==> src/rtl/rxalm_pkg.sv <==
package rxalm_pkg;

  localparam int unsigned CFG_W    = 10;
  localparam int unsigned N_ALARM  = 5;
  localparam int unsigned N_REPL   = 4;
  localparam logic [7:0]  K30_7    = 8'hFE;

  // Cause order inside both enable groups:
  // 0 gpi low, 1 loss of signal, 2 loss of sync, 3 loss of lock, 4 bad code
  typedef struct packed {
    logic [N_REPL-1:0]  repl;
    logic [N_ALARM-1:0] alarm;
    logic               clk_en;
  } cfg_t;

  localparam cfg_t CFG_RST = '{repl: '0, alarm: '0, clk_en: 1'b1};

endpackage

==> src/rtl/rxalm_cfg.sv <==
module rxalm_cfg
  import rxalm_pkg::*;
(
  input  logic             clk,
  input  logic             rst_n,
  input  logic             we,
  input  logic [CFG_W-1:0] wdata,
  output cfg_t             cfg_q,
  output logic             rxclk_o
);

  logic gate_q;

  always_ff @(posedge clk or negedge rst_n) begin
    if (!rst_n) cfg_q <= CFG_RST;
    else if (we) cfg_q <= cfg_t'(wdata);
  end

  // enable captured while the clock is low so the gated copy has clean edges
  always_ff @(negedge clk or negedge rst_n) begin
    if (!rst_n) gate_q <= CFG_RST.clk_en;
    else        gate_q <= cfg_q.clk_en;
  end

  assign rxclk_o = clk & gate_q;

endmodule

==> src/rtl/rxalm_fault_merge.sv <==
module rxalm_fault_merge
  import rxalm_pkg::*;
(
  input  cfg_t cfg,
  input  logic gpi,
  input  logic los,
  input  logic nosync,
  input  logic nolock,
  input  logic badcode,
  output logic alarm,
  output logic subst
);

  logic [N_ALARM-1:0] cause;

  always_comb begin
    cause = {badcode, nolock, nosync, los, ~gpi};
    alarm = |(cause & cfg.alarm);
    subst = |(cause[N_REPL-1:0] & cfg.repl);
  end

endmodule

==> src/rtl/rxalm_lane_pipe.sv <==
module rxalm_lane_pipe
  import rxalm_pkg::*;
#(
  parameter int unsigned LANES = 2
) (
  input  logic               clk,
  input  logic               rst_n,
  input  logic               alarm,
  input  logic               subst,
  input  logic               dec_en,
  input  logic               s_valid,
  output logic               s_ready,
  input  logic [8*LANES-1:0] s_data,
  input  logic [LANES-1:0]   s_k,
  output logic               m_valid,
  input  logic               m_ready,
  output logic [8*LANES-1:0] m_data,
  output logic [LANES-1:0]   m_k,
  output logic               alarm_q
);

  localparam int unsigned DW = 8 * LANES;

  logic [DW-1:0]    nxt_data;
  logic [LANES-1:0] nxt_k;
  logic             take;

  assign s_ready = !m_valid || m_ready;
  assign take    = s_valid && s_ready;

  for (genvar l = 0; l < LANES; l++) begin : g_lane
    always_comb begin
      if (subst) begin
        nxt_data[8*l +: 8] = dec_en ? K30_7 : 8'h00;
        nxt_k[l]           = dec_en;
      end else begin
        nxt_data[8*l +: 8] = s_data[8*l +: 8];
        nxt_k[l]           = s_k[l];
      end
    end
  end

  always_ff @(posedge clk or negedge rst_n) begin
    if (!rst_n) begin
      m_valid <= 1'b0;
      m_data  <= '0;
      m_k     <= '0;
      alarm_q <= 1'b0;
    end else begin
      alarm_q <= alarm;
      if (take) begin
        m_valid <= 1'b1;
        m_data  <= nxt_data;
        m_k     <= nxt_k;
      end else if (m_ready) begin
        m_valid <= 1'b0;
      end
    end
  end

endmodule

==> src/rtl/rxalm_top.sv <==
module rxalm_top
  import rxalm_pkg::*;
#(
  parameter int unsigned NUM_CH = 2,
  parameter int unsigned LANES  = 2
) (
  input  logic                      clk,
  input  logic                      rst_n,
  input  logic                      cfg_we,
  input  logic [9:0]                cfg_wdata,
  input  logic                      dec_en,
  input  logic [NUM_CH-1:0]         gpi_i,
  input  logic [NUM_CH-1:0]         los_i,
  input  logic [NUM_CH-1:0]         nosync_i,
  input  logic [NUM_CH-1:0]         nolock_i,
  input  logic [NUM_CH-1:0]         badcode_i,
  input  logic [NUM_CH-1:0]         s_valid,
  output logic [NUM_CH-1:0]         s_ready,
  input  logic [NUM_CH*8*LANES-1:0] s_data,
  input  logic [NUM_CH*LANES-1:0]   s_k,
  output logic [NUM_CH-1:0]         m_valid,
  input  logic [NUM_CH-1:0]         m_ready,
  output logic [NUM_CH*8*LANES-1:0] m_data,
  output logic [NUM_CH*LANES-1:0]   m_k,
  output logic [NUM_CH-1:0]         alarm_o,
  output logic                      rxclk_o
);

  localparam int unsigned DW = 8 * LANES;

  cfg_t cfg_q;

  rxalm_cfg u_cfg (
    .clk     (clk),
    .rst_n   (rst_n),
    .we      (cfg_we),
    .wdata   (cfg_wdata),
    .cfg_q   (cfg_q),
    .rxclk_o (rxclk_o)
  );

  for (genvar c = 0; c < NUM_CH; c++) begin : g_ch
    logic alarm_c;
    logic subst_c;

    rxalm_fault_merge u_merge (
      .cfg     (cfg_q),
      .gpi     (gpi_i[c]),
      .los     (los_i[c]),
      .nosync  (nosync_i[c]),
      .nolock  (nolock_i[c]),
      .badcode (badcode_i[c]),
      .alarm   (alarm_c),
      .subst   (subst_c)
    );

    rxalm_lane_pipe #(.LANES(LANES)) u_pipe (
      .clk     (clk),
      .rst_n   (rst_n),
      .alarm   (alarm_c),
      .subst   (subst_c),
      .dec_en  (dec_en),
      .s_valid (s_valid[c]),
      .s_ready (s_ready[c]),
      .s_data  (s_data[c*DW +: DW]),
      .s_k     (s_k[c*LANES +: LANES]),
      .m_valid (m_valid[c]),
      .m_ready (m_ready[c]),
      .m_data  (m_data[c*DW +: DW]),
      .m_k     (m_k[c*LANES +: LANES]),
      .alarm_q (alarm_o[c])
    );
  end

endmodule

==> config.mk <==
export PLATFORM = sky130hd
export DESIGN_NAME = rxalm_top
export DESIGN_NICKNAME = d
export VERILOG_FILES = /design/src/rtl/rxalm_pkg.sv /design/src/rtl/rxalm_cfg.sv /design/src/rtl/rxalm_fault_merge.sv /design/src/rtl/rxalm_lane_pipe.sv /design/src/rtl/rxalm_top.sv
export SDC_FILE = /design/constraint.sdc
export NUM_CORES = 1
export LEC_CHECK = 0
export ABC_CLOCK_PERIOD_IN_PS = 1800
export BUFFER_PORTS_ARGS = -buffer_cell sky130_fd_sc_hd__buf_4
export CAP_MARGIN = 20
export CORE_AREA = 2 2 78 88
export DETAILED_ROUTE_END_ITERATION = 6
export DIE_AREA = 0 0 80 90
export PLACE_DENSITY = 0.68
export SETUP_SLACK_MARGIN = 0.15
export SYNTH_ARGS = -nofsm -noshare
export SYNTH_HDL_FRONTEND = slang
export SYNTH_SLANG_ARGS = --single-unit
==> constraint.sdc <==
create_clock -name clk -period 1.8 [get_ports clk]
set_clock_uncertainty 0.2 [all_clocks]
set_input_delay 0.36 -clock clk [delete_from_list [all_inputs] [get_ports clk]]
set_output_delay 0.36 -clock clk [all_outputs]
set_load 0.05 [all_outputs]
### After elaboration in Yosys (flattened, before gate mapping)

Index checks and enable logic that the tools add are counted.

| storage, ports and cells | value |
|---|---|
| bits in registers | 51 |
| output and inout bits | 43 |
| logic and storage cells | 44 |

| cells by class | value |
|---|---|
| muxes and demuxes | 13 |
| bitwise gates (word level) | 7 |
| reduce and logical (&&, ||, !) cells | 12 |

Operators by type and width:

| kind | count |
|---|---|
| two-way mux 8 bit | 5 |
| AND 5 bit | 2 |
| OR reduction 5 bit | 2 |
| AND 4 bit | 2 |
| two-way mux 1 bit | 8 |
| OR reduction 4 bit | 2 |
| nonzero test 2 bit | 2 |
| logical AND 1 bit | 2 |
| zero test 1 bit | 2 |
| logical OR 1 bit | 2 |
| NOT 1 bit | 2 |
| AND 1 bit | 1 |

### Depth between registers and ports, before layout

Gate-level depths: netlist of the first run.

| logic depth | value |
|---|---|
| word-level depth | 4 |
| gate-level depth with buffers | 5 |

### Hierarchy

From an unflattened synthesis of the first run, not the netlist that was laid out.

| second synthesis, totals | value |
|---|---|
| cells, all modules | 200 |
| area, all modules | 2488.6 sq um |

Modules (own cells, without submodules):

| module | times used | cells an instance | area an instance (sq um) | sequential area each (sq um) |
|---|---|---|---|---|
| rxalm_lane_pipe | 2 | 80 | 970.9 | 500.5 |
| rxalm_cfg | 1 | 24 | 449.2 | 277.8 |
| rxalm_fault_merge | 2 | 8 | 48.8 | 0.0 |

==> results of run 1 <==
[critical path: stages (launching register included)]
cell and delay [ps]:
dfstp_2 520, and2_4 140, buf_8 140
[cell type report]
class	instances	area, sq um
clock buffer	11	133
clock inverter	2	7.51
fill	591	2730
inverter	3	11.3
multi-input combinational	139	1010
sequential	51	1280
tap	82	103
timing repair buffer	136	1080
[cells in the final DEF, fill, tap and decap left out, drive strengths merged]
cell type,Yosys,final
nand2b,6,6
buf,18,122
mux2,10,10
a222oi,2,2
inv,4,5
a31oi,32,32
nand3,6,6
nand2,6,6
and2,3,3
clkbuf,11,10
a31o,2,2
o2bb2ai,4,4
dlygate4sd3,0,15
a22oi,4,4
a21oi,32,32
dfrtp,49,49
dfstp,2,2
nand4,32,32
[power breakdown]
group | switching (mW) | internal, mW | total (mW)
clock network | 0.450 | 0.465 | 0.915
registers | 0.113 | 1.32 | 1.43
logic | 0.921 | 0.505 | 1.43
total | 1.48 | 2.29 | 3.78
[metal layers]
| metal | vias to the layer above | GRT usage [%] | routed length [um] |
|---|---|---|---|
| li1 | 1088 | - | - |
| met1 | 1099 | 24.7 | 2790 |
| met2 | 89 | 32.4 | 3650 |
| met3 | 6 | 5.12 | 415 |
| met4 | 0 | 5.79 | 80 |
| met5 | - | 0 | 0 |
[flip-flops by register name, indices dropped and copies added, names as in the netlist]
name and flops:
g_ch.u_pipe.m_valid 2, g_ch.u_pipe.m_data 32, u_cfg.gate_q 1, g_ch.u_pipe.m_k 4, u_cfg.cfg_q 10, g_ch.u_pipe.alarm_q 2
[kinds of logic after synthesis]
family,Yosys count,share of synthesized area [%]
compound gates,76,23.7
simple gates,53,12.5
flops,51,51.7
buf+inv,33,7.59
mux,10,4.55
[final timing paths]
check,to,cells after the start
worst min-delay path,g_ch[1].u_pipe.m_data[0]$_DFFE_PN0P_,3
worst max register to register,u_cfg.gate_q$_DFF_NN1_,0
min in group asynchronous,u_cfg.cfg_q[4]$_DFFE_PN0P_,3
max in group asynchronous,u_cfg.gate_q$_DFF_NN1_,2
worst max-delay path,rxclk_o,2
worst min register to register,g_ch[1].u_pipe.m_data[0]$_DFFE_PN0P_,1
[timing repair]
| action | 4_1_cts | 5_1_grt |
|---|---|---|
| pin swaps | 0 | 1 |
| buffers inserted | 4 | 0 |
| hold endpoints to repair | 63 | 0 |
| hold buffers | 15 | 0 |
| cloned | 1 | 0 |
| setup endpoints to repair | 20 | 22 |
| resized for setup | 8 | 3 |
==> flow_metrics.tcl, run 1 <==
set metrics [dict create \
    drv.max_cap_violation_count 0 \
    seq_area_frac_synth_pct 51.7 \
    fp.dieW_um 80 \
    insertedDiodeCount 0 \
    syn-cell-area_sq_um 2470 \
    start_kind "flop" \
    crit_type "reg2out" \
    tritoncts "done" \
    peakVddDrop_v 0.000600 \
    synth_nets 287 \
    violations "negative setup slack" \
    design_area_sq_um 3630 \
    tightest_slew_ps 639 \
    core_area_sq_um 6360 \
    hold_violations 0 \
    num_vias 2282 \
    final_cells 424 \
    worstHoldPathType "in2reg" \
    gp_congestion 0.766 \
    grt_overflow_total 0 \
    ff2ff_setup_slack_ps 160 \
    powerDensity_nw_per_um2 1040 \
    yosysWarnings 0 \
    drc 0 \
    synthTopCellsByCount "dfrtp_1 (49), a21oi_1 (32), nand4_1 (32), a31oi_1 (21)" \
    dp_hpwl_mm 4.69 \
    grt_pass1_wl_mm 11.0 \
    ant_nets 0 \
    grt_use_total_pct 19.5 \
    antenna_found_initial 0 \
    syn_inst 223 \
    slew_headroom_pct 57.4 \
    synth-edff-count 0 \
    dp_slack_ps -463 \
    synth.avg_cell_area_sq_um 11.1 \
    grt_pass1_vias 2247 \
    dpl_cell_area_sq_um 3280 \
    place_inst 393 \
    cp_max_fo 1 \
    finalWorstSetupSlack_ps -923 \
    drt_iter0_drc 173 \
    synth.most_common_cell "dfrtp_1" \
    p_leak_nw 1.61 \
    firstDrtPassIters 4 \
    clk_latency_ps 400 \
    synthFlopType "dfrtp_1" \
    post-route-util_pct 57.0 \
    port-buffer-count 106 \
    yosysTopAreaCellShare_pct 49.6 \
    synth_area_leaders "dfrtp_1 (50%), nand4_1 (8.1%), a21oi_1 (6.5%)" \
    setup_viol 2 \
    endpoint_kind "output port" \
    die_h_um 90 \
    crit_start "u_cfg.gate_q$_DFF_NN1_" \
    cts.clk_slew.worst_paths_ps 80 \
    vias_per_cell 5.38 \
    crit_required_ps 1240 \
    grt_max_degree 51 \
    drt_wl_total_mm 6.94 \
    ios 107 \
    fin_tns_setup_ps -923 \
    start_util_pct 38.9 \
    wl_per_cell_um 16.4 \
    layout-drive-gt1-share_pct 46.8 \
    hold_slack_ps 12.0 \
    slew_viol_final 0 \
    total_power_mw 3.78 \
    yosysTopAreaCell "dfrtp_1" \
    rsz0062_at_grt "true" \
    hp-start "s_data[16]" \
    async_flop_share_pct 100 \
    status "complete, but fails checks" \
    ys_types 25 \
    row_count 31 \
    r2r_start "u_cfg.cfg_q[0]$_DFFE_PN1P_" \
    ys_seq_elements 51 \
    dieArea_sq_um 7200 \
    crit_arrival_ps 2160 \
    area_delta_synth_final_pct 46.6 \
    final_nets 405 \
]
(Power assumes the default switching activity.)
==> run 2, diff against run 1 <==
TNS_END_PERCENT = 5   (was default)
==> flow_metrics.tcl, run 2 (synthesized netlist as in run 1, its figures left out) <==
set metrics [dict create \
    start_kind "flop" \
    top_regs "g_ch.u_pipe.m_data (32), u_cfg.cfg_q (10), g_ch.u_pipe.m_k (4)" \
    r2r_start "u_cfg.cfg_q[0]$_DFFE_PN1P_" \
    hold_violations 0 \
    worstHoldPathType "in2reg" \
    total_power_mw 3.85 \
    slew_viol_final 0 \
    grt_max_degree 51 \
    layout-drive-gt1-share_pct 47.2 \
    hp-start "s_data[0]" \
    hold_depth 3 \
    slew_headroom_pct 57.9 \
    insertedDiodeCount 0 \
    final_nets 398 \
    antenna_found_initial 0 \
    port-buffer-count 106 \
    row_count 31 \
    cts.clk_slew.worst_paths_ps 90 \
    peakVddDrop_v 0.00111 \
    crit_required_ps 1240 \
    start_util_pct 38.9 \
    violations "negative setup slack" \
    num_vias 2285 \
    ios 107 \
    drc 0 \
    vias_per_cell 5.48 \
    ant_nets 0 \
    crit_arrival_ps 2160 \
    firstDrtPassIters 4 \
    drt_wl_total_mm 6.77 \
    tightest_slew_ps 631 \
    crit_type "reg2out" \
    tritoncts "done" \
    drv.max_cap_violation_count 0 \
    wl_per_cell_um 16.2 \
    r2r-end "u_cfg.gate_q$_DFF_NN1_" \
    die_h_um 90 \
    grt_use_total_pct 19.4 \
    dp_hpwl_mm 4.64 \
    largest-register "g_ch.u_pipe.m_data" \
    grt_pass1_wl_mm 11.0 \
    dp_slack_ps -443 \
    grt_overflow_total 0 \
    powerDensity_nw_per_um2 1070 \
    status "complete, but fails checks" \
    clk_latency_ps 400 \
    core_area_sq_um 6360 \
    layout_common_cells "buf_4 (112), dfrtp_1 (49), nand4_1 (32), a21oi_1 (32), a31oi_1 (21)" \
    setup_viol 3 \
    ff2ff_setup_slack_ps 180 \
    fin_tns_setup_ps -929 \
    gp_congestion 0.784 \
    dieArea_sq_um 7200 \
    largest_reg_flops 32 \
    grt_pass1_vias 2281 \
    min_delay_worst_endpoint "g_ch[0].u_pipe.m_data[0]$_DFFE_PN0P_" \
    drt_iter0_drc 142 \
    p_leak_nw 1.60 \
    rsz0062_at_grt "true" \
    finalWorstSetupSlack_ps -920 \
    endpoint_kind "output port" \
    fp.dieW_um 80 \
    area_delta_synth_final_pct 45.9 \
    cp_max_fo 1 \
    rr_worst_depth 0 \
    layout_commonest_cell "buf_4" \
]
run 2: changes by cell type in the layout (fill, tap and decap cells not counted), sizes merged:
cell	previous run	this run
buf	122	117
dlygate4sd3	15	13
run 2: worst max path at each step:
stage | from | endpoint | slack [ps] | cells past startpoint
2_1_floorplan | u_cfg.gate_q$_DFF_NN1_ | rxclk_o | -560 | 1
3_5_place_dp | u_cfg.gate_q$_DFF_NN1_ | rxclk_o | -440 | 2
3_3_place_gp | u_cfg.gate_q$_DFF_NN1_ | rxclk_o | -440 | 2
6_report | u_cfg.gate_q$_DFF_NN1_ | rxclk_o | -920 | 2
4_1_cts | u_cfg.gate_q$_DFF_NN1_ | rxclk_o | -920 | 2
5_1_grt | u_cfg.gate_q$_DFF_NN1_ | rxclk_o | -950 | 2
run 2: where the power goes:
part | leakage [nW] | internal [mW] | switching, mW
Combinational | 0.927 | 0.500 | 0.916
Clock | 0.0944 | 0.540 | 0.456
Sequential | 0.579 | 1.32 | 0.113
run 2: metal layers:
metal	vias up	global-route usage, %	share of wire (%)
met5	-	0	0
met4	0	7.91	1.4
met3	9	5.62	6.2
met2	87	30.0	52
met1	1118	25.5	40
li1	1071	-	-
run 2: layout make-up:
class	instances	area (sq um)
clock inverters	2	7.51
multi-input cells	139	1020
well taps	82	103
fillers	584	2750
inverters	3	11.3
repair buffers	129	1040
clock buffers	11	153
flip-flops and latches	51	1280
run 2: per-stage QoR:
step | hold slack [ps] | cell area [sq um] | std cells | utilization, %
floorplan | -136 | 2470 | 223 | -
global placement | 281 | 3280 | 393 | 51.6
detailed placement | 276 | 3280 | 393 | 51.6
CTS | 3.96 | 3580 | 417 | 56.3
global route | 15.2 | 3610 | 417 | 56.7
finish | 12.6 | 3610 | 417 | 56.7
run 2: worst max-delay path, cell delays in order (launching register included):
cell     delay, ps
dfstp_2        510
and2_4         140
buf_8          140
run 2: repair_timing:
item,CTS,global route
buffers inserted,0,0
hold endpoints to repair,61,0
hold buffers,13,0
gates resized for setup,8,7
gates cloned,0,0
setup endpoints to repair,19,20
==> run 3, diff against run 2 <==
CORE_AREA = 2 2 79 88   (was 2 2 78 88)
DIE_AREA = 0 0 81 90   (was 0 0 80 90)
PLACE_DENSITY = 0.67   (was 0.68)
SYNTH_HIERARCHICAL = 1   (was default)
==> flow_metrics.tcl, run 3 <==
set metrics [dict create \
    wl_per_cell_um 13.7 \
    start_util_pct 38.7 \
    worstHoldPathType "in2reg" \
    synth_xor_xnor_area_share_pct 0 \
    design_area_sq_um 3760 \
    layout_commonest_cell "buf_4" \
    fin_tns_setup_ps -912 \
    endpoint "rxclk_o" \
    gp_congestion 0.770 \
    clk_latency_ps 400 \
    yosysTopAreaCell "dfrtp_1" \
    grt_use_met3_pct 5.92 \
    synth_fa_ha_area_share_pct 0 \
    synth_nets 264 \
    dieArea_sq_um 7290 \
    ant_nets 0 \
    powerDensity_nw_per_um2 1110 \
    status "complete, but fails checks" \
    port-buffer-count 106 \
    antenna_found_initial 0 \
    drv.max_cap_violation_count 0 \
    setup_viol 2 \
    grt_overflow_total 0 \
    vias_per_cell 4.63 \
    muxShareOfSynthArea_pct 25.3 \
    synth.most_common_cell "dfrtp_1" \
    largest-register "g_ch.u_pipe/m_data" \
    async_flop_share_pct 100 \
    hold_violations 0 \
    multi_input_comb_area_sq_um 1130 \
    drc 0 \
    insertedDiodeCount 0 \
    crit_start "u_cfg/gate_q$_DFF_NN1_" \
    r2r-end "g_ch[1].u_pipe/m_data[12]$_DFFE_PN0P_" \
    largest_reg_flops 32 \
    rr_worst_depth 5 \
    finalWorstSetupSlack_ps -912 \
    grt_pass1_wl_mm 8.98 \
    seq_area_frac_synth_pct 51.4 \
    synth_area_leaders "dfrtp_1 (49%), mux2_4 (18%), mux2_2 (7.2%)" \
    ios 107 \
    dpl_cell_area_sq_um 3330 \
    grt_pass1_vias 1983 \
    row_count 31 \
    drt_iter0_drc 57 \
    violations "negative setup slack" \
    syn-cell-area_sq_um 2490 \
    r2r_start "u_cfg/cfg_q[8]$_DFFE_PN0P_" \
    synthTopCellsByCount "dfrtp_1 (49), inv_1 (33), mux2_4 (30), o21ai_0 (30), mux2_2 (16)" \
    worst_path_max_delay_cell "dfstp_2" \
    num_vias 1880 \
    dp_hpwl_mm 3.81 \
    endpoint_kind "output port" \
    layout-drive-gt1-share_pct 59.6 \
    cts.clk_slew.worst_paths_ps 90 \
    cp_max_fo 1 \
    top_regs "g_ch.u_pipe/m_data (32), u_cfg/cfg_q (10), g_ch.u_pipe/m_k (4)" \
    yosysTopAreaCellShare_pct 49.3 \
    peakVddDrop_v 0.000631 \
    synth.avg_cell_area_sq_um 12.4 \
    slew_viol_final 0 \
    ys_seq_elements 51 \
    synth_compound_area_share_pct 8.25 \
    synth-edff-count 0 \
    drt_wl_total_mm 5.56 \
    core_area_sq_um 6440 \
    rsz0062_at_grt "true" \
    post-route-util_pct 58.4 \
    ys_types 18 \
    yosysWarnings 6 \
    syn_inst 200 \
    tightest_slew_ps 633 \
    seqCellArea_sq_um 1280 \
    tritoncts "done" \
    grt_use_total_pct 15.8 \
    start_kind "flop" \
    total_power_mw 4.19 \
    critPathMaxStageDelay_ps 510 \
    cp_cell_sequence "and2_4 -> buf_8" \
    firstDrtPassIters 4 \
    postCtsSetupBuffers 0 \
    crit_type "reg2out" \
    die_h_um 90 \
    grtUsageMet1_pct 18.9 \
    crit_arrival_ps 2150 \
    ff2ff_setup_slack_ps 120 \
    fp.dieW_um 81 \
    layout_common_cells "buf_4 (105), dfrtp_1 (49), mux2_4 (37), inv_1 (34), o21ai_0 (15)" \
    synthSimpleGateAreaFrac_pct 6.79 \
    area_delta_synth_final_pct 51.0 \
    p_leak_nw 1.97 \
    fill_cells 578 \
    final_nets 387 \
    grt_max_degree 51 \
    slew_headroom_pct 57.8 \
    synth_top_family_by_area "multiplexers" \
    busiest_layer "met2" \
    crit_required_ps 1240 \
    use_met2_pct 26.4 \
    synthFlopType "dfrtp_1" \
]
run 3: changes by cell type in the layout (fill, tap and decap cells not counted), sizes merged, moves of 8 or more:
cell,previous run,this run
mux2,10,46
buf,117,109
inv,5,34
nand4,32,0
o21ai,0,32
a21oi,32,0
a31oi,32,0
run 3: metal layers:
layer,up-vias,part of all wire [%]
li1,905,-
met1,888,41
met2,79,50
met3,8,8.4
met4,0,0.95
met5,-,0
run 3: layout make-up:
type                       instances  share of cell area (%)
sequential                        51                    34.0
clock buffer                      11                    4.06
timing repair buffer             121                    25.6
clock inverter                     2                   0.200
tap                               82                    2.73
inverter                          32                    3.20
multi-input combinational        107                    30.2
run 3: cells by family after synthesis:
| logic type | Yosys count |
|---|---|
| buffers and inverters | 42 |
| and+or+nand+nor | 23 |
| DFF | 51 |
| muxes | 46 |
| AOI/OAI and AO/OA | 38 |
run 3: worst min-delay path by stage:
stage | startpoint | to | slack (ps) | cells past startpoint
global route | badcode_i[1] | g_ch[1].u_pipe/alarm_q$_DFF_PN0_ | 5 | 3
global placement | g_ch[1].u_pipe/m_data[10]$_DFFE_PN0P_ | g_ch[1].u_pipe/m_data[10]$_DFFE_PN0P_ | 290 | 1
finish | los_i[0] | g_ch[0].u_pipe/alarm_q$_DFF_PN0_ | 10 | 3
CTS | los_i[0] | g_ch[0].u_pipe/alarm_q$_DFF_PN0_ | 7 | 3
floorplan | rst_n | g_ch[0].u_pipe/alarm_q$_DFF_PN0_ | -140 | 0
detailed placement | g_ch[1].u_pipe/m_data[11]$_DFFE_PN0P_ | g_ch[1].u_pipe/m_data[11]$_DFFE_PN0P_ | 300 | 1
run 3: power breakdown:
group / switching [mW] / total (mW) / internal, mW
Clock: 0.445 / 0.984 / 0.539
Combinational: 1.02 / 1.71 / 0.691
Sequential: 0.129 / 1.49 / 1.36
Total: 1.60 / 4.19 / 2.59
run 3: critical path: cells and delay by family (launching register included):
family	cells	cell delay [ps]
flops	1	510
buf+inv	1	140
simple gates	1	130
run 3: repair_timing:
item | CTS | global route
hold endpoints to repair | 61 | 0
endpoints found under the setup margin | 35 | 39
resized for setup | 33 | 20
pin swaps | 6 | 2
hold buffers | 13 | 0
run 3: through the flow:
step	hold WS (ps)	cells	worst slack (ps)
6_report	11.5	406	-912
5_1_grt	4.95	406	-947
4_1_cts	6.73	406	-933
3_5_place_dp	295	382	-436
3_3_place_gp	290	382	-438
2_1_floorplan	-136	200	-562
